File: config.mk
export PLATFORM = sky130hd
export DESIGN_NAME = burst_sram
export DESIGN_NICKNAME = d
export VERILOG_FILES = /design/src/rtl/bsram_pkg.sv /design/src/rtl/bsram_ctrl.sv /design/src/rtl/bsram_seq.sv /design/src/rtl/bsram_array.sv /design/src/rtl/burst_sram.sv
export SDC_FILE = /design/constraint.sdc
export NUM_CORES = 2
export LEC_CHECK = 0
export ABC_AREA = 1
export BUFFER_PORTS_ARGS = -buffer_cell sky130_fd_sc_hd__buf_2
export CAP_MARGIN = 5
export CORE_MARGIN = 1.5
export CORE_UTILIZATION = 50
export DETAILED_ROUTE_END_ITERATION = 8
export GPL_ROUTABILITY_DRIVEN = 0
export HOLD_SLACK_MARGIN = 0.06
export PLACE_DENSITY = 0.65
export REMOVE_ABC_BUFFERS = 1
export SKIP_CTS_REPAIR_TIMING = 1
export SYNTH_ARGS = -nofsm -noshare
export SYNTH_HDL_FRONTEND = slang
export SYNTH_SLANG_ARGS = --single-unit
File: constraint.sdc
create_clock -name clk -period 4.1 [get_ports clk]
set_clock_uncertainty 0.15 [all_clocks]
set_input_delay 0.41 -clock clk [delete_from_list [all_inputs] [get_ports clk]]
set_output_delay 0.41 -clock clk [all_outputs]
set_load 0.1 [all_outputs]
File: src/rtl/bsram_pkg.sv
package bsram_pkg;

    localparam int BURST_W = 2;

    typedef enum logic {
        ST_DESEL = 1'b0,
        ST_BURST = 1'b1
    } bst_t;

    // low address bits for a given burst count
    function automatic logic [BURST_W-1:0] burst_low(
        input logic [BURST_W-1:0] start,
        input logic [BURST_W-1:0] cnt,
        input logic               linear
    );
        return linear ? (start + cnt) : (start ^ cnt);
    endfunction

endpackage

File: src/rtl/bsram_ctrl.sv
module bsram_ctrl
    import bsram_pkg::*;
#(
    parameter int LANES = 4
) (
    input  logic             clk,
    input  logic             rst_n,
    input  logic             sleep,
    input  logic             cen_n,
    input  logic             sel_hi,
    input  logic             sel_lo_n,
    input  logic             strb_cpu_n,
    input  logic             strb_ctl_n,
    input  logic             step_n,
    input  logic             wr_all_n,
    input  logic             lane_en_n,
    input  logic [LANES-1:0] lane_wr_n,
    output logic             load,
    output logic             adv,
    output logic             acc_rd,
    output logic             wr_now,
    output logic [LANES-1:0] wmask,
    output bst_t             state
);

    bst_t             nxt;
    logic             cpu_go;
    logic             ctl_go;
    logic             chosen;
    logic             wr_req;
    logic [LANES-1:0] req_mask;

    assign cpu_go   = !strb_cpu_n && !cen_n;
    assign ctl_go   = !strb_ctl_n;
    assign chosen   = !cen_n && sel_hi && !sel_lo_n;
    assign req_mask = !wr_all_n ? {LANES{1'b1}} :
                      (!lane_en_n ? ~lane_wr_n : {LANES{1'b0}});
    assign wr_req   = |req_mask;

    // state register
    always_ff @(posedge clk or negedge rst_n) begin
        if (!rst_n) state <= ST_DESEL;
        else        state <= nxt;
    end

    // decode and next state
    always_comb begin
        nxt    = state;
        load   = 1'b0;
        adv    = 1'b0;
        acc_rd = 1'b0;
        wr_now = 1'b0;
        if (sleep) begin
            nxt = ST_DESEL;
        end else if (cpu_go || ctl_go) begin
            if (chosen) begin
                nxt  = ST_BURST;
                load = 1'b1;
                if (ctl_go && !cpu_go && wr_req) wr_now = 1'b1;
                else                             acc_rd = 1'b1;
            end else begin
                nxt = ST_DESEL;
            end
        end else begin
            unique case (state)
                ST_DESEL: nxt = ST_DESEL;
                ST_BURST: begin
                    adv = !step_n;
                    if (wr_req) wr_now = 1'b1;
                    else        acc_rd = 1'b1;
                end
            endcase
        end
    end

    assign wmask = wr_now ? req_mask : {LANES{1'b0}};

endmodule

File: src/rtl/bsram_seq.sv
module bsram_seq
    import bsram_pkg::*;
#(
    parameter int ADDR_W = 6
) (
    input  logic              clk,
    input  logic              rst_n,
    input  logic              load,
    input  logic              adv,
    input  logic              linear,
    input  logic [ADDR_W-1:0] addr_i,
    output logic [ADDR_W-1:0] acc_addr
);

    logic [ADDR_W-1:0]  base;
    logic [BURST_W-1:0] cnt;
    logic [BURST_W-1:0] nxt_cnt;

    assign nxt_cnt  = adv ? cnt + 1'b1 : cnt;
    assign acc_addr = load ? addr_i :
                      {base[ADDR_W-1:BURST_W], burst_low(base[BURST_W-1:0], nxt_cnt, linear)};

    always_ff @(posedge clk or negedge rst_n) begin
        if (!rst_n) begin
            base <= '0;
            cnt  <= '0;
        end else if (load) begin
            base <= addr_i;
            cnt  <= '0;
        end else if (adv) begin
            cnt  <= cnt + 1'b1;
        end
    end

endmodule

File: src/rtl/bsram_array.sv
module bsram_array #(
    parameter int ADDR_W    = 6,
    parameter int LANES     = 4,
    parameter int LANE_BITS = 8
) (
    input  logic                            clk,
    input  logic [LANES-1:0]                wmask,
    input  logic                            rd_en,
    input  logic [ADDR_W-1:0]               addr,
    input  logic [LANES*(LANE_BITS+1)-1:0]  wdata,
    output logic [LANES*(LANE_BITS+1)-1:0]  rdata
);

    localparam int DEPTH = 1 << ADDR_W;
    localparam int DBITS = LANES * LANE_BITS;

    for (genvar g = 0; g < LANES; g++) begin : g_lane
        logic [LANE_BITS:0] mem [DEPTH];
        logic [LANE_BITS:0] rbuf;
        logic [LANE_BITS:0] lane_in;

        assign lane_in = {wdata[DBITS + g], wdata[g*LANE_BITS +: LANE_BITS]};

        always_ff @(posedge clk) begin
            if (wmask[g]) mem[addr] <= lane_in;
            if (rd_en)    rbuf      <= mem[addr];
        end

        assign rdata[g*LANE_BITS +: LANE_BITS] = rbuf[LANE_BITS-1:0];
        assign rdata[DBITS + g]                = rbuf[LANE_BITS];
    end

endmodule

File: src/rtl/burst_sram.sv
module burst_sram
    import bsram_pkg::*;
#(
    parameter int ADDR_W    = 6,
    parameter int LANES     = 4,
    parameter int LANE_BITS = 8
) (
    input  logic                           clk,
    input  logic                           rst_n,
    input  logic [ADDR_W-1:0]              addr_i,
    input  logic                           cen_n,
    input  logic                           sel_hi,
    input  logic                           sel_lo_n,
    input  logic                           strb_cpu_n,
    input  logic                           strb_ctl_n,
    input  logic                           step_n,
    input  logic                           wr_all_n,
    input  logic                           lane_en_n,
    input  logic [LANES-1:0]               lane_wr_n,
    input  logic                           seq_linear,
    input  logic                           oe_n,
    input  logic                           sleep,
    input  logic [LANES*(LANE_BITS+1)-1:0] wdata,
    output logic [LANES*(LANE_BITS+1)-1:0] rdata,
    output logic                           rdata_vld
);

    localparam int DW = LANES * (LANE_BITS + 1);

    logic              load;
    logic              adv;
    logic              acc_rd;
    logic              wr_now;
    logic [LANES-1:0]  wmask;
    bst_t              state;
    logic [ADDR_W-1:0] acc_addr;
    logic [DW-1:0]     arr_q;
    logic              rd1_vld;
    logic              out_vld;
    logic [DW-1:0]     out_data;

    bsram_ctrl #(.LANES(LANES)) u_ctrl (
        .clk        (clk),
        .rst_n      (rst_n),
        .sleep      (sleep),
        .cen_n      (cen_n),
        .sel_hi     (sel_hi),
        .sel_lo_n   (sel_lo_n),
        .strb_cpu_n (strb_cpu_n),
        .strb_ctl_n (strb_ctl_n),
        .step_n     (step_n),
        .wr_all_n   (wr_all_n),
        .lane_en_n  (lane_en_n),
        .lane_wr_n  (lane_wr_n),
        .load       (load),
        .adv        (adv),
        .acc_rd     (acc_rd),
        .wr_now     (wr_now),
        .wmask      (wmask),
        .state      (state)
    );

    bsram_seq #(.ADDR_W(ADDR_W)) u_seq (
        .clk      (clk),
        .rst_n    (rst_n),
        .load     (load),
        .adv      (adv),
        .linear   (seq_linear),
        .addr_i   (addr_i),
        .acc_addr (acc_addr)
    );

    bsram_array #(.ADDR_W(ADDR_W), .LANES(LANES), .LANE_BITS(LANE_BITS)) u_arr (
        .clk   (clk),
        .wmask (wmask),
        .rd_en (acc_rd),
        .addr  (acc_addr),
        .wdata (wdata),
        .rdata (arr_q)
    );

    // second pipeline stage: output register, single-cycle deselect
    always_ff @(posedge clk or negedge rst_n) begin
        if (!rst_n) begin
            rd1_vld  <= 1'b0;
            out_vld  <= 1'b0;
            out_data <= '0;
        end else if (sleep) begin
            rd1_vld  <= 1'b0;
            out_vld  <= 1'b0;
        end else begin
            rd1_vld  <= acc_rd;
            out_vld  <= rd1_vld;
            if (rd1_vld) out_data <= arr_q;
        end
    end

    assign rdata     = out_data;
    assign rdata_vld = out_vld && !oe_n && !sleep && !wr_now;

endmodule

==> run_results.csv <==
group,metric,value,unit
run_status,status,"finished clean",
placement,place_inst,12200,
power_and_ir_drop,irDropWorstVdd,0.519,mV
timing,timing.fmax,249,MHz
global_route,globalRouteOverflowTotal,0,
timing,period_share,98.1,%
setup_path,path_class,"register to register",
timing,min_period,4020,ps
cts,insertion_delay,900,ps
timing,hold_viol_final,0,
floorplan,dieArea,203000,um^2
timing,rsz0062_at_grt,"true",
detailed_routing,final_antenna_net_count,0,
detailed_routing,drt-pass1-iter-count,6,
detailed_routing,first_iter_violations,8547,
cts,clk_pin_slew,60,ps
synth,syn-cell-area,99900,um^2
power_and_ir_drop,power-per-cell-area,579,nW/um^2
floorplan,initial_core_util,50.5,%
floorplan,coreArea,198000,um^2
synth,synth.distinct_cells,35,
finish,final_layout_size_suffix_gt1_share,10.1,%
cts,cts_sinks,2387,
detailed_routing,remaining_drc_errors,0,
synth,ys_seq_elements,2387,
setup_path,end_kind,"register",
power_and_ir_drop,leakagePower,45.9,nW
finish,nets,9856,
finish,n_fill_cell,16300,
timing,setup-violations-final,0,
global_route,grt_pass1_wl,433000,um
cts,cts.htree.levels,4,
finish,area_delta_synth_final,14.1,%
timing,tightest_slew,1250,ps
finish,finalNonFillerCells,12600,
synth,synthCells,9476,
floorplan,rows,163,
synth,synthFlopType,"edfxtp_1",
power_and_ir_drop,power,66.0,mW
synth,netlist_top_cells_count,"nand2_1 (5249), edfxtp_1 (2340), nand3_1 (824)",
synth,synth-edff-count,2340,
synth,yosysTopAreaCell,"edfxtp_1",
global_route,antenna_found_initial,21,
setup_path,worst-path-max-fanout,10,
cts,root_buffer,"clkbuf_16",
detailed_routing,via_per_inst,5.54,
synth,synth_top_area_share,70.3,%
setup_path,required,4530,ps
synth,syn_area_per_cell,10.5,um^2
cts,cts_tree,"built",
synth,synthArstFlopShare,1.97,%
setup_path,arrival,4460,ps
timing,maxSlewViolCount,0,
detailed_routing,drt_wl_total,294000,um
cts,numCtsBuffers,233,
worst_hold_path,hold_path.class,"primary input to asynchronous set/reset pin",
synth,yosysMostFrequentCell,"nand2_1",
floorplan,ios,96,
floorplan,die_width,450,um
floorplan,die_h,450,um
global_route,track_usage,28.8,%
global_route,grt_pass1_vias,67000,
global_route,grt_max_degree,121,
timing,relSlewSlack,17.0,%
flow_run,drv_cap,0,
synth,seq_area_frac_synth,71.5,%
detailed_routing,wl_per_cell,23.3,um
synth,yosysWarnings,0,
placement,dpl.hpwl,179000,um
detailed_routing,route.vias.total,70100,
setup_path,crit_path_start_kind,"register",
cts,clockBufferDepth,3,
placement,portBuffers,95,
synth,synth_area_leaders,"edfxtp_1 (70%), nand2_1 (20%), nand3_1 (4.1%)",
layout by cell type (no fill, tap or decap), types with 3 or more instances in the layout:
cell type and instances:
nand2_1 5211, edfxtp_1 2340, nand3_1 824, buf_4 432, nor2_1 338, clkbuf_16 235
buf_2 94, buf_12 75, clkinv_1 54, clkbuf_1 51, clkinv_2 47, dfrtp_1 47
nand2_2 35, a21oi_1 33, dlygate4sd3_1 26, bufinv_16 25, o21ai_0 23, inv_1 16
diode_2 11, o21ai_1 11, nor3_4 8, nor2_4 7, o21ai_4 6, clkinvlp_4 6
nor2_2 5, inv_6 5, inv_2 4, nand2_4 4, inv_16 4, clkinv_8 4
or2_1 3, inv_4 3
cells by family (layout without fill, tap and decap cells):
kind of cell / after synthesis / after routing / share of synthesized area, %
flops: 2387 / 2387 / 71.5
simple gates: 6442 / 6442 / 25.4
other cells: 0 / 11 / 0
compound gates: 78 / 78 / 0.447
buf+inv: 566 / 1086 / 2.59
fa+ha+maj: 1 / 1 / 0.0125
xor+xnor: 2 / 2 / 0.0175
stage by stage:
step                      hold WS, ps  TNS, ps  instance area (um^2)  worst slack, ps  util, %
after CTS                        -549     -625                114000            -69.8     57.4
after detailed placement          284   -36580                106000             -313     53.6
after floorplan                 -35.6        -                 97400           -17180        -
after global placement            284  -130070                106000             -373     53.6
final                            18.9        0                114000             76.3     57.5
after global routing             66.6   -12570                114000             -127     57.5
where the power goes:
part | internal [mW] | switching (mW) | leakage [nW]
combinational | 4.90 | 12.7 | 20.6
sequential | 27.0 | 0.0831 | 21.6
clock | 12.1 | 9.20 | 3.69
total | 44.0 | 22.0 | 45.9
state kept, by name (all words and copies together), names as in the netlist:
register           flops
out_vld                1
rd1_vld                1
rdata                 36
u_arr.g_lane.mem    2304
u_arr.g_lane.rbuf     36
u_ctrl.state           1
u_seq.base             6
u_seq.cnt              2
final timing paths:
path                                              startpoint                                    to  slack, ps  cells after the start
min                                                    rst_n                  rdata[5]$_DFFE_PN0P_         20                      2
max                                 u_ctrl.state$_DFFE_PN0P_  u_arr.g_lane[0].mem[38][3]$_DFFE_PP_         80                     18
min reg2reg                u_arr.g_lane[0].rbuf[7]$_DFFE_PP_                  rdata[7]$_DFFE_PN0P_        290                      2
max in group asynchronous                              rst_n                     rd1_vld$_DFF_PN0_       3090                      2
min in group clk                                    wdata[9]  u_arr.g_lane[1].mem[34][1]$_DFFE_PP_         60                      1
max reg2reg                         u_ctrl.state$_DFFE_PN0P_  u_arr.g_lane[0].mem[38][3]$_DFFE_PP_         80                     18
area by class of cell:
class | instances | area (um^2) | share of cell area, %
repair buffers | 627 | 5480 | 4.80
multi-input cells | 6523 | 26100 | 22.9
inverters | 24 | 105 | 0.0922
clock buffers | 288 | 6100 | 5.35
clock inverters | 147 | 1440 | 1.27
flip-flops and latches | 2387 | 71400 | 62.7
diodes | 11 | 27.5 | 0.0242
well taps | 2640 | 3300 | 2.90
critical path: stages, from the launching register on:
cell and delay, ps:
dfrtp_1 400, nand2_1 100, inv_1 70, nand3_1 110, nand2_1 60, nand2_1 70
inv_1 50, ha_1 170, nand2_1 90, xor2_1 200, inv_1 60, nand3_1 120
nand3_4 220, nand2_8 220, nand2_1 160, nor2_4 240, nand2_1 660, nor2_1 330
buf_4 240
metal layers:
metal | global-route usage (%) | routed length [um] | part of all wire, % | vias to the layer above
met1 | 39.1 | 116000 | 39 | 33500
met2 | 45.3 | 136000 | 46 | 3755
li1 | - | - | - | 32100
met4 | 13.4 | 14200 | 4.8 | 22
met5 | 0 | 133 | 0.045 | -
met3 | 5.30 | 28400 | 9.7 | 652
(Power assumes the default switching activity.)
